**config.mk**
```make
export PLATFORM = sky130hd
export DESIGN_NAME = dma_copy_engine
export DESIGN_NICKNAME = d
export VERILOG_FILES = /design/src/rtl/dma_pkg.sv /design/src/rtl/dma_fifo.sv /design/src/rtl/dma_regs.sv /design/src/rtl/dma_rd_side.sv /design/src/rtl/dma_wr_side.sv /design/src/rtl/dma_copy_engine.sv
export SDC_FILE = /design/constraint.sdc
export NUM_CORES = 1
export LEC_CHECK = 0
export BUFFER_PORTS_ARGS = -buffer_cell sky130_fd_sc_hd__clkbuf_2
export CAP_MARGIN = 20
export CORE_ASPECT_RATIO = 0.9
export CORE_MARGIN = 3
export CORE_UTILIZATION = 55
export CTS_BUF_LIST = sky130_fd_sc_hd__clkbuf_8
export CTS_CLUSTER_SIZE = 30
export DETAILED_ROUTE_END_ITERATION = 10
export GPL_TIMING_DRIVEN = 0
export PLACE_DENSITY = 0.83
export SLEW_MARGIN = 0
export SYNTH_ARGS = -nofsm -noshare
export SYNTH_HDL_FRONTEND = slang
export SYNTH_HIERARCHICAL = 1
export SYNTH_SLANG_ARGS = --single-unit
```
**constraint.sdc**
```tcl
create_clock -name clk -period 9.1 [get_ports clk]
set_clock_uncertainty 0.05 [all_clocks]
set_input_delay 0.91 -clock clk [delete_from_list [all_inputs] [get_ports clk]]
set_output_delay 0.91 -clock clk [all_outputs]
set_load 0.01 [all_outputs]
```
**src/rtl/dma_pkg.sv**
```systemverilog
package dma_pkg;
  localparam int REG_W = 32;

  localparam logic [2:0] OFS_STATUS = 3'd0;
  localparam logic [2:0] OFS_SRC    = 3'd1;
  localparam logic [2:0] OFS_DST    = 3'd2;
  localparam logic [2:0] OFS_COUNT  = 3'd3;
  localparam logic [2:0] OFS_CTRL   = 3'd6;

  localparam int CTRL_W = 7;

  typedef struct packed {
    logic stop_cnt;
    logic stop_deop;
    logic stop_seop;
    logic dst_fixed;
    logic src_fixed;
    logic int_en;
    logic start;
  } ctrl_t;
endpackage

```
**src/rtl/dma_fifo.sv**
```systemverilog
module dma_fifo #(
  parameter int W     = 32,
  parameter int DEPTH = 8,
  parameter int CNT_W = $clog2(DEPTH + 1)
) (
  input  logic             clk,
  input  logic             rst,
  input  logic             push,
  input  logic [W-1:0]     din,
  input  logic             pop,
  output logic [W-1:0]     dout,
  output logic [CNT_W-1:0] count,
  output logic             empty,
  output logic             full
);
  localparam int AW = (DEPTH > 1) ? $clog2(DEPTH) : 1;

  logic [W-1:0]  mem [DEPTH];
  logic [AW-1:0] wp, rp;

  always_ff @(posedge clk) begin
    if (push) mem[wp] <= din;
  end

  always_ff @(posedge clk) begin
    if (rst) begin
      wp    <= '0;
      rp    <= '0;
      count <= '0;
    end else begin
      if (push) wp <= (wp == AW'(DEPTH - 1)) ? '0 : wp + 1'b1;
      if (pop)  rp <= (rp == AW'(DEPTH - 1)) ? '0 : rp + 1'b1;
      count <= count + CNT_W'(push) - CNT_W'(pop);
    end
  end

  assign dout  = mem[rp];
  assign empty = (count == '0);
  assign full  = (count == CNT_W'(DEPTH));
endmodule

```
**src/rtl/dma_regs.sv**
```systemverilog
module dma_regs
  import dma_pkg::*;
#(
  parameter int ADDR_W = 32,
  parameter int LEN_W  = 16,
  parameter int BYTES  = 4
) (
  input  logic              clk,
  input  logic              rst,
  input  logic [2:0]        reg_addr,
  input  logic              reg_wr,
  input  logic              reg_rd,
  input  logic [REG_W-1:0]  reg_wdata,
  output logic [REG_W-1:0]  reg_rdata,
  input  logic              finish,
  input  logic              len_step,
  input  logic              seop_hit,
  input  logic              deop_hit,
  output logic              start,
  output logic              busy,
  output logic              done,
  output ctrl_t             ctrl,
  output logic [ADDR_W-1:0] src_ptr,
  output logic [ADDR_W-1:0] dst_ptr,
  output logic [LEN_W-1:0]  count,
  output logic              irq
);
  localparam int BSH = $clog2(BYTES);

  logic cfg_wr, done_d, seop_flag, deop_flag;
  ctrl_t ctrl_d;

  assign cfg_wr = reg_wr && !busy;
  assign start  = cfg_wr && (reg_addr == OFS_CTRL) && reg_wdata[0];

  always_comb begin
    ctrl_d = ctrl;
    if (cfg_wr && reg_addr == OFS_CTRL) ctrl_d = ctrl_t'(reg_wdata[CTRL_W-1:0]);
    done_d = done;
    if (reg_wr && reg_addr == OFS_STATUS) done_d = 1'b0;
    if (start)  done_d = 1'b0;
    if (finish) done_d = 1'b1;
  end

  always_ff @(posedge clk) begin
    if (rst) begin
      busy      <= 1'b0;
      done      <= 1'b0;
      ctrl      <= '0;
      src_ptr   <= '0;
      dst_ptr   <= '0;
      count     <= '0;
      seop_flag <= 1'b0;
      deop_flag <= 1'b0;
      irq       <= 1'b0;
      reg_rdata <= '0;
    end else begin
      done <= done_d;
      ctrl <= ctrl_d;
      irq  <= done_d && ctrl_d.int_en;
      if (start)       busy <= 1'b1;
      else if (finish) busy <= 1'b0;
      if (cfg_wr && reg_addr == OFS_SRC) src_ptr <= reg_wdata[ADDR_W-1:0];
      if (cfg_wr && reg_addr == OFS_DST) dst_ptr <= reg_wdata[ADDR_W-1:0];
      if (cfg_wr && reg_addr == OFS_COUNT)
        count <= {reg_wdata[LEN_W-1:BSH], {BSH{1'b0}}};
      else if (len_step)
        count <= (count >= LEN_W'(BYTES)) ? count - LEN_W'(BYTES) : '0;
      if (start) begin
        seop_flag <= 1'b0;
        deop_flag <= 1'b0;
      end else begin
        if (seop_hit) seop_flag <= 1'b1;
        if (deop_hit) deop_flag <= 1'b1;
      end
      if (reg_rd) begin
        case (reg_addr)
          OFS_STATUS: reg_rdata <= REG_W'({deop_flag, seop_flag, count == '0, busy, done});
          OFS_SRC:    reg_rdata <= REG_W'(src_ptr);
          OFS_DST:    reg_rdata <= REG_W'(dst_ptr);
          OFS_COUNT:  reg_rdata <= REG_W'(count);
          OFS_CTRL:   reg_rdata <= REG_W'(ctrl);
          default:    reg_rdata <= '0;
        endcase
      end
    end
  end
endmodule

```
**src/rtl/dma_rd_side.sv**
```systemverilog
module dma_rd_side #(
  parameter int ADDR_W  = 32,
  parameter int LEN_W   = 16,
  parameter int BYTES   = 4,
  parameter int DEPTH   = 8,
  parameter int MAX_OUT = 4,
  parameter int CNT_W   = $clog2(DEPTH + 1),
  parameter int OUT_W   = $clog2(MAX_OUT + 1)
) (
  input  logic              clk,
  input  logic              rst,
  input  logic              start,
  input  logic [ADDR_W-1:0] base,
  input  logic [LEN_W-1:0]  words,
  input  logic              fixed,
  input  logic              limit,
  input  logic              run,
  input  logic              push,
  input  logic              pop,
  input  logic [CNT_W-1:0]  fifo_count,
  input  logic              rvalid,
  input  logic              wait_in,
  output logic              req,
  output logic [ADDR_W-1:0] addr,
  output logic [OUT_W-1:0]  outstanding
);
  logic             acc, may;
  logic [15:0]      out_n, fill_n, resv_n;
  logic [LEN_W-1:0] left, left_n;

  assign acc = req && !wait_in;

  always_comb begin
    out_n  = 16'(outstanding) + 16'(acc) - 16'(rvalid);
    fill_n = 16'(fifo_count) + 16'(push) - 16'(pop);
    resv_n = out_n + fill_n;
    left_n = left - LEN_W'(acc);
    may    = run && (out_n < 16'(MAX_OUT)) && (resv_n < 16'(DEPTH)) &&
             (!limit || left_n != '0);
  end

  always_ff @(posedge clk) begin
    if (rst) begin
      req         <= 1'b0;
      addr        <= '0;
      left        <= '0;
      outstanding <= '0;
    end else begin
      outstanding <= OUT_W'(out_n);
      if (start) begin
        req  <= 1'b0;
        addr <= base;
        left <= words;
      end else begin
        left <= left_n;
        req  <= (req && wait_in) || may;
        if (acc && !fixed) addr <= addr + ADDR_W'(BYTES);
      end
    end
  end
endmodule

```
**src/rtl/dma_wr_side.sv**
```systemverilog
module dma_wr_side #(
  parameter int ADDR_W = 32,
  parameter int DATA_W = 32,
  parameter int BYTES  = 4
) (
  input  logic              clk,
  input  logic              rst,
  input  logic              start,
  input  logic [ADDR_W-1:0] base,
  input  logic              fixed,
  input  logic              go,
  input  logic              empty,
  input  logic [DATA_W-1:0] head,
  input  logic              wait_in,
  output logic              req,
  output logic [ADDR_W-1:0] addr,
  output logic [DATA_W-1:0] data,
  output logic              pop,
  output logic              acc
);
  logic free;

  assign acc  = req && !wait_in;
  assign free = !req || acc;
  assign pop  = free && go && !empty;

  always_ff @(posedge clk) begin
    if (pop) data <= head;
  end

  always_ff @(posedge clk) begin
    if (rst) begin
      req  <= 1'b0;
      addr <= '0;
    end else if (start) begin
      req  <= 1'b0;
      addr <= base;
    end else begin
      if (free) req <= pop;
      if (acc && !fixed) addr <= addr + ADDR_W'(BYTES);
    end
  end
endmodule

```
**src/rtl/dma_copy_engine.sv**
```systemverilog
module dma_copy_engine
  import dma_pkg::*;
#(
  parameter int ADDR_W  = 32,
  parameter int DATA_W  = 32,
  parameter int LEN_W   = 16,
  parameter int DEPTH   = 8,
  parameter int MAX_OUT = 4
) (
  input  logic              clk,
  input  logic              rst,
  input  logic [2:0]        reg_addr,
  input  logic              reg_wr,
  input  logic              reg_rd,
  input  logic [REG_W-1:0]  reg_wdata,
  output logic [REG_W-1:0]  reg_rdata,
  output logic              irq,
  output logic              src_rd,
  output logic [ADDR_W-1:0] src_addr,
  input  logic              src_wait,
  input  logic [DATA_W-1:0] src_rdata,
  input  logic              src_rvalid,
  input  logic              src_eop,
  output logic              dst_wr,
  output logic [ADDR_W-1:0] dst_addr,
  output logic [DATA_W-1:0] dst_wdata,
  input  logic              dst_wait,
  input  logic              dst_eop
);
  localparam int BYTES = DATA_W / 8;
  localparam int BSH   = $clog2(BYTES);
  localparam int CNT_W = $clog2(DEPTH + 1);
  localparam int OUT_W = $clog2(MAX_OUT + 1);

  logic              start, busy, done, finish;
  ctrl_t             ctrl;
  logic [ADDR_W-1:0] src_ptr, dst_ptr;
  logic [LEN_W-1:0]  count;
  logic              halt_rd, halt_wr, seop_hit, deop_hit;
  logic              push, fifo_pop, wr_pop, wr_acc, wr_go, rd_run;
  logic [DATA_W-1:0] head;
  logic [CNT_W-1:0]  fill;
  logic              empty, full;
  logic [OUT_W-1:0]  outstanding;
  logic              pipe_empty;

  assign seop_hit = src_rvalid && src_eop && ctrl.stop_seop && busy && !halt_rd;
  assign deop_hit = wr_acc && dst_eop && ctrl.stop_deop && busy && !halt_wr;
  assign push     = src_rvalid && busy && !halt_rd;
  assign wr_go    = busy && !halt_wr && !deop_hit;
  assign rd_run   = busy && !halt_rd && !seop_hit && !deop_hit;
  assign fifo_pop = wr_pop || (halt_wr && !empty);

  assign pipe_empty = (outstanding == '0) && !src_rd && empty && !dst_wr;
  assign finish     = busy && pipe_empty && ((ctrl.stop_cnt && count == '0) || halt_rd);

  always_ff @(posedge clk) begin
    if (rst || start) begin
      halt_rd <= 1'b0;
      halt_wr <= 1'b0;
    end else begin
      if (seop_hit || deop_hit) halt_rd <= 1'b1;
      if (deop_hit)             halt_wr <= 1'b1;
    end
  end

  dma_regs #(.ADDR_W(ADDR_W), .LEN_W(LEN_W), .BYTES(BYTES)) u_regs (
    .clk(clk), .rst(rst),
    .reg_addr(reg_addr), .reg_wr(reg_wr), .reg_rd(reg_rd),
    .reg_wdata(reg_wdata), .reg_rdata(reg_rdata),
    .finish(finish), .len_step(wr_acc && busy),
    .seop_hit(seop_hit), .deop_hit(deop_hit),
    .start(start), .busy(busy), .done(done), .ctrl(ctrl),
    .src_ptr(src_ptr), .dst_ptr(dst_ptr), .count(count), .irq(irq)
  );

  dma_rd_side #(.ADDR_W(ADDR_W), .LEN_W(LEN_W), .BYTES(BYTES),
                .DEPTH(DEPTH), .MAX_OUT(MAX_OUT)) u_rd (
    .clk(clk), .rst(rst), .start(start),
    .base(src_ptr), .words(count >> BSH),
    .fixed(ctrl.src_fixed), .limit(ctrl.stop_cnt), .run(rd_run),
    .push(push), .pop(fifo_pop), .fifo_count(fill),
    .rvalid(src_rvalid), .wait_in(src_wait),
    .req(src_rd), .addr(src_addr), .outstanding(outstanding)
  );

  dma_fifo #(.W(DATA_W), .DEPTH(DEPTH)) u_fifo (
    .clk(clk), .rst(rst),
    .push(push), .din(src_rdata), .pop(fifo_pop), .dout(head),
    .count(fill), .empty(empty), .full(full)
  );

  dma_wr_side #(.ADDR_W(ADDR_W), .DATA_W(DATA_W), .BYTES(BYTES)) u_wr (
    .clk(clk), .rst(rst), .start(start),
    .base(dst_ptr), .fixed(ctrl.dst_fixed), .go(wr_go),
    .empty(empty), .head(head), .wait_in(dst_wait),
    .req(dst_wr), .addr(dst_addr), .data(dst_wdata),
    .pop(wr_pop), .acc(wr_acc)
  );
endmodule

```
# ---- Word level (Yosys, flattened, before mapping)
# Memories as Yosys holds them, arrays and structs flattened. A register that Yosys moved wholly into a read port is not among the register bits.
# Cells that the tools add are included.
dict set report word_totals {
  word_cells 143
  input_bits 76
  output_inout_bits 131
  ramBits 256
  reg_bits 221
  mem_count 1
}
dict set report classes {
  muxes 19
  n_eq_ne 6
  n_reduce_logical 72
  n_addsub 13
  n_lt_le_gt_ge 3
}
# memory depth width rd rd_ports_with_merged_regs wr line_no
set memory_table {}
lappend memory_table {u_fifo.mem 8 32 1 1 1 dma_fifo.sv:18} ;# logic [W-1:0] mem [DEPTH];
# op count
set ops {}
lappend ops {{case mux 32 bit (5 select lines)} 1}
lappend ops {{two-way mux 32 bit} 4}
lappend ops {{adder 32 x 3 -> 32 bit, second input constant} 2}
lappend ops {{two-way mux 16 bit} 3}
lappend ops {{subtractor 16 x 1 -> 16 bit} 3}
lappend ops {{logical AND 1 bit} 41}
lappend ops {{adder 16 bit} 1}
lappend ops {{greater-or-equal comparator 16 x 3 -> 1 bit, second input constant} 1}
lappend ops {{logical NOT 16 bit} 1}
lappend ops {{< comparator 16 x 3 -> 1 bit, second input constant} 1}
lappend ops {{< comparator 16 x 4 -> 1 bit, second input constant} 1}
lappend ops {{nonzero test 16 bit} 1}
lappend ops {{subtractor 16 x 3 -> 16 bit, second input constant} 1}
lappend ops {{two-way mux 14 bit} 1}
lappend ops {{logical NOT 1 bit} 13}
lappend ops {{equality test 3 bit, second input constant} 3}
lappend ops {{nonzero test 2 bit} 4}
lappend ops {{logical OR 1 bit} 7}
lappend ops {{two-way mux 1 bit} 7}
lappend ops {{adder 3 x 1 -> 3 bit, second input constant} 2}
lappend ops {{equality test 3 x 2 -> 1 bit, second input constant} 2}
lappend ops {{logical NOT 3 bit} 2}
lappend ops {{two-way mux 3 bit} 2}
lappend ops {{adder 4 x 1 -> 5 bit} 1}
lappend ops {{7 further kinds} 8}

# ---- Longest topological paths before layout
dict set report logic_depth {
  depth_word 17
  mapped_depth 20
  ltp_nobuf 20
}

# ---- By module
# Netlist, hierarchy kept.
# mod seq_area_each_um2 cells_per_inst area_per_inst_um2 instances
set by_module_without_submodules {}
lappend by_module_without_submodules {dma_fifo 7947.6 443 10416.2 1}
lappend by_module_without_submodules {dma_regs 2482.4 661 5376.4 1}
lappend by_module_without_submodules {dma_rd_side 1041.0 426 3389.5 1}
lappend by_module_without_submodules {dma_wr_side 1621.6 256 2825.2 1}
lappend by_module_without_submodules {dma_copy_engine 40.0 27 202.7 1}

# ---- Least setup slack after synthesis
# OpenSTA, ideal clock, no wires.
dict set report synth_timing {
  path_kind {input to register}
  start {input port dst_wait}
  end {register u_rd.req}
  required_ns 8.969
  setup_time_ns 0.081
  path_stages 19
  path_slack_ns 3.879
  t_arrival_ns 5.091
  path_cell_list {nor2b_1 nand3_1 nor2_1 nor2_1 nand2b_1 a21oi_1 a21o_1 ha_1 inv_1 ha_1 fa_1 xor2_1 ha_1 nand4_1 a21oi_1 a31oi_1 nor4_1 a21oi_1 a41oi_1}
}
dict set report synth_via {
  elab_chain_cells 17
}
# element line_no
set synth_rtl {}
lappend synth_rtl {{start: declaration} dma_copy_engine.sv:27} ;# input logic dst_wait,
lappend synth_rtl {{logical NOT 1 bit} dma_wr_side.sv:23} ;# assign acc = req && !wait_in;
lappend synth_rtl {{logical AND 1 bit} dma_wr_side.sv:23}
lappend synth_rtl {{logical AND 1 bit (4 in series)} dma_copy_engine.sv:48} ;# assign deop_hit = wr_acc && dst_eop && ctrl.stop_deop && busy && !halt_wr;
lappend synth_rtl {{net deop_hit} dma_copy_engine.sv:39} ;# logic halt_rd, halt_wr, seop_hit, deop_hit;
lappend synth_rtl {{logical NOT 1 bit} dma_copy_engine.sv:50} ;# assign wr_go = busy && !halt_wr && !deop_hit;
lappend synth_rtl {{logical AND 1 bit} dma_copy_engine.sv:50}
lappend synth_rtl {{net wr_go} dma_copy_engine.sv:40} ;# logic push, fifo_pop, wr_pop, wr_acc, wr_go, rd_run;
lappend synth_rtl {{logical AND 1 bit (2 in series)} dma_wr_side.sv:25} ;# assign pop = free && go && !empty;
lappend synth_rtl {{net wr_pop} dma_copy_engine.sv:40}
lappend synth_rtl {{logical OR 1 bit} dma_copy_engine.sv:52} ;# assign fifo_pop = wr_pop || (halt_wr && !empty);
lappend synth_rtl {{net fifo_pop} dma_copy_engine.sv:40}
lappend synth_rtl {{subtractor 16 x 1 -> 16 bit} dma_rd_side.sv:35} ;# fill_n = 16'(fifo_count) + 16'(push) - 16'(pop);
lappend synth_rtl {{adder 16 bit} dma_rd_side.sv:36} ;# resv_n = out_n + fill_n;
lappend synth_rtl {{< comparator 16 x 4 -> 1 bit} dma_rd_side.sv:38} ;# may = run && (out_n < 16'(MAX_OUT)) && (resv_n < 16'(DEPTH)) &&
lappend synth_rtl {{logical AND 1 bit (2 in series)} dma_rd_side.sv:38}
lappend synth_rtl {{logical OR 1 bit} dma_rd_side.sv:56} ;# req <= (req && wait_in) || may;
lappend synth_rtl {{end signal: assignment} dma_rd_side.sv:56}
lappend synth_rtl {{end: declaration} dma_rd_side.sv:23} ;# output logic req,
# The timed path passes the listed nets, and every way through them passes these cells.
# A chain may end at the register's enable or synchronous reset.

# ---- Final worst setup path
dict set report layout_timing {
  start {register u_wr.req}
  end {register u_rd.req}
}
dict set report layout_via {
  elab_chain_cells 16
}
# element line_no
set layout_rtl {}
lappend layout_rtl {{start: declaration} dma_wr_side.sv:15} ;# output logic req,
lappend layout_rtl {{start signal: assignment} dma_wr_side.sv:39} ;# if (free) req <= pop;
lappend layout_rtl {{logical AND 1 bit} dma_wr_side.sv:23}
lappend layout_rtl {{net wr_acc} dma_copy_engine.sv:40}
lappend layout_rtl {{logical AND 1 bit (4 in series)} dma_copy_engine.sv:48}
lappend layout_rtl {{net deop_hit} dma_copy_engine.sv:39}
lappend layout_rtl {{logical NOT 1 bit} dma_copy_engine.sv:50}
lappend layout_rtl {{logical AND 1 bit} dma_copy_engine.sv:50}
lappend layout_rtl {{net wr_go} dma_copy_engine.sv:40}
lappend layout_rtl {{logical AND 1 bit (2 in series)} dma_wr_side.sv:25}
lappend layout_rtl {{net wr_pop} dma_copy_engine.sv:40}
lappend layout_rtl {{logical OR 1 bit} dma_copy_engine.sv:52}
lappend layout_rtl {{net fifo_pop} dma_copy_engine.sv:40}
lappend layout_rtl {{subtractor 16 x 1 -> 16 bit} dma_rd_side.sv:35}
lappend layout_rtl {{adder 16 bit} dma_rd_side.sv:36}
lappend layout_rtl {{< comparator 16 x 4 -> 1 bit} dma_rd_side.sv:38}
lappend layout_rtl {{logical AND 1 bit (2 in series)} dma_rd_side.sv:38}
lappend layout_rtl {{logical OR 1 bit} dma_rd_side.sv:56}
# The timed path passes the listed nets, and every way through them passes these cells.

==> run metrics <==
outcome complete, but fails checks; failing checks design-rule violations; Die ar. 0.0428 mm^2; Most Crowded Layer GR met2; Setup CP Type reg -> reg; Hold WC Path Type reg -> reg; Max Clk Rate 217 MHz; final hold viol count 0; clk root buf clkbuf_8; Slowest-stage cell, CP dfxtp_1; crit path buf inv count 1; leakage 9.32 nW; first-pass GRT wire length 92500 um; DP HPWL 42400 um; CTS tree built; CP required 9.63 ns; Worst Max-Slew Pin Slew 1.08 ns; port buffer count 204; R2R Setup Slk 4.48 ns; crit path capture type register; Max H-tree Level 3; chip height 197 um; clock power share 0.417; postcts setup bufs 0; share of cells above drive strength 1 0.213; n_diodes 0; Starting DRT DRC Count 1721; CP Launch Type register; relative slew slack 0.275; Peak VDD IR 118 uV; largest net degree at the start of global routing 22; fin crit share 0.507; Net Sw Power 1.09 mW; switch share 0.233; Longest Clk Path Bufs 3; final setup TNS 0 ns; Seq pwr share 0.532; Crit path largest cell delay 0.58 ns; Total Power 4.65 mW; GPL Wtd Cong 1.00; max-slew violation count 0; cell area after synthesis 0.0222 mm^2; gr usage total 0.280; Post-DP Area 0.0242 mm^2; most used cell along the critical path ha_1; family with the most delay on the worst path simple AND/OR/NAND/NOR gates; RSZ-0062 raised after global routing false; number of hold buffers added after CTS 0; Synth Area per Inst 12.3 um^2; vias per cell 6.02; Max Cap Viol 0; Clock transition at path regs 0.07 ns; total CTS buffers 81; first-pass detailed-route iteration total 9; internal power 3.57 mW; DRC Markers 1; power per standard cell area 180 mW/mm^2; Synth-to-Final Area Change 16.4%; WP data arrival 5.15 ns; Tmin final 4.62 ns; vias in the first global route 16300; met3 usage 0.0637; initial antenna violation count 0; via count 16300; Final ANT Viol Nets 0; worst skew pair latency 0.66 ns; Top-Level Pins 207; CTS Sinks 512; cell count after synthesis 1811; drt total wl 60700 um; total grt overflow 0; M1 GR Usage 0.365; Final Instance Area 0.0258 mm^2; cells along the critical path nor2b_1 > nand3_1 > nor2_1 > nor2_1 > nand2b_1 > a21oi_4 > a21o_1 > ha_1 > inv_1 > ha_1 > fa_1 > xor2_1 > ha_1 > nand4_1 > a21oi_1 > a31oi_1 > nor4_1 > a21oi_1 > a41oi_1; drt wl/cell 22.5 um; endpoints failing setup 0; nets@finish 2224; combinational power share 0.051; chip width 218 um; synthesis warning total 6; post-cts resize count 0; Core ar. 0.0396 mm^2; critical path peak fanout 9; GR Util met2 0.456; Starting Density 0.560; std cell rows 69
final timing paths:
kind                        from                   to  depth (start not counted)
max                     u_wr/req             u_rd/req                         19
min          u_regs/reg_rdata[0]  u_regs/reg_rdata[0]                          2
max reg2reg             u_wr/req             u_rd/req                         19
min reg2reg  u_regs/reg_rdata[0]  u_regs/reg_rdata[0]                          2
layout make-up:
class	instances	area, um^2
plain buffers	104	489
clock buffers	93	1280
clock inverters	47	325
fillers	2722	13800
inverters	67	251
multi-input cells	1129	8390
flip-flops and latches	512	13100
well taps	532	666
repair buffers	219	1290
layout by cell type, fill, tap and decap left out, types with 52 or more instances in the layout:
master and count:
edfxtp_1 288, dfxtp_1 224, clkbuf_2 204, nand2_1 180, a21oi_1 171, nor2_1 130, clkbuf_8 93, inv_1 88
clkbuf_1 65, nor2b_1 52, xnor2_1 52
worst min-delay path: cells and delay by family (launching register included):
kind / cells / cell delay [ns]
AO/OA/AOI/OAI: 1 / 0.06
AND/OR/NAND/NOR: 1 / 0.05
flip-flops: 1 / 0.34
through the flow:
step / cells / utilization / hold slack, ns / setup WS (ns)
global placement: 2548 / 0.603 / 0.390 / 1.91
detailed placement: 2563 / 0.611 / 0.402 / 4.29
CTS: 2703 / 0.652 / 0.417 / 4.56
floorplan: 1812 / - / 0.392 / 3.88
finish: 2703 / 0.652 / 0.418 / 4.48
global route: 2703 / 0.652 / 0.444 / 4.28
power by group through the flow:
stage          Clock (mW)  Sequential, mW  Combinational, mW
4_1_cts              1.96            2.48              0.229
2_1_floorplan           0            2.52              0.138
3_5_place_dp            0            2.52              0.225
5_1_grt              2.06            2.48              0.257
6_report             1.94            2.48              0.237
3_3_place_gp            0            2.52              0.214
per-layer routing:
metal / routed length [um] / up-vias
li1: - / 7233
met1: 24100 / 7987
met2: 28900 / 882
met3: 5520 / 163
met4: 2240 / 0
met5: 0 / -
flip-flops by register name, summed over array words and instances (netlist names), 3 cells and up, named ones only:
signal,count
u_regs/dst_ptr,32
u_fifo/wp,3
u_regs/src_ptr,32
u_fifo/mem,256
u_regs/count,16
u_regs/ctrl,7
u_rd/outstanding,3
u_fifo/rp,3
u_rd/left,16
u_fifo/count,4
u_wr/addr,32
u_rd/addr,32
u_wr/data,32
u_regs/reg_rdata,32
Note: power is estimated with default switching activity, not from simulation.
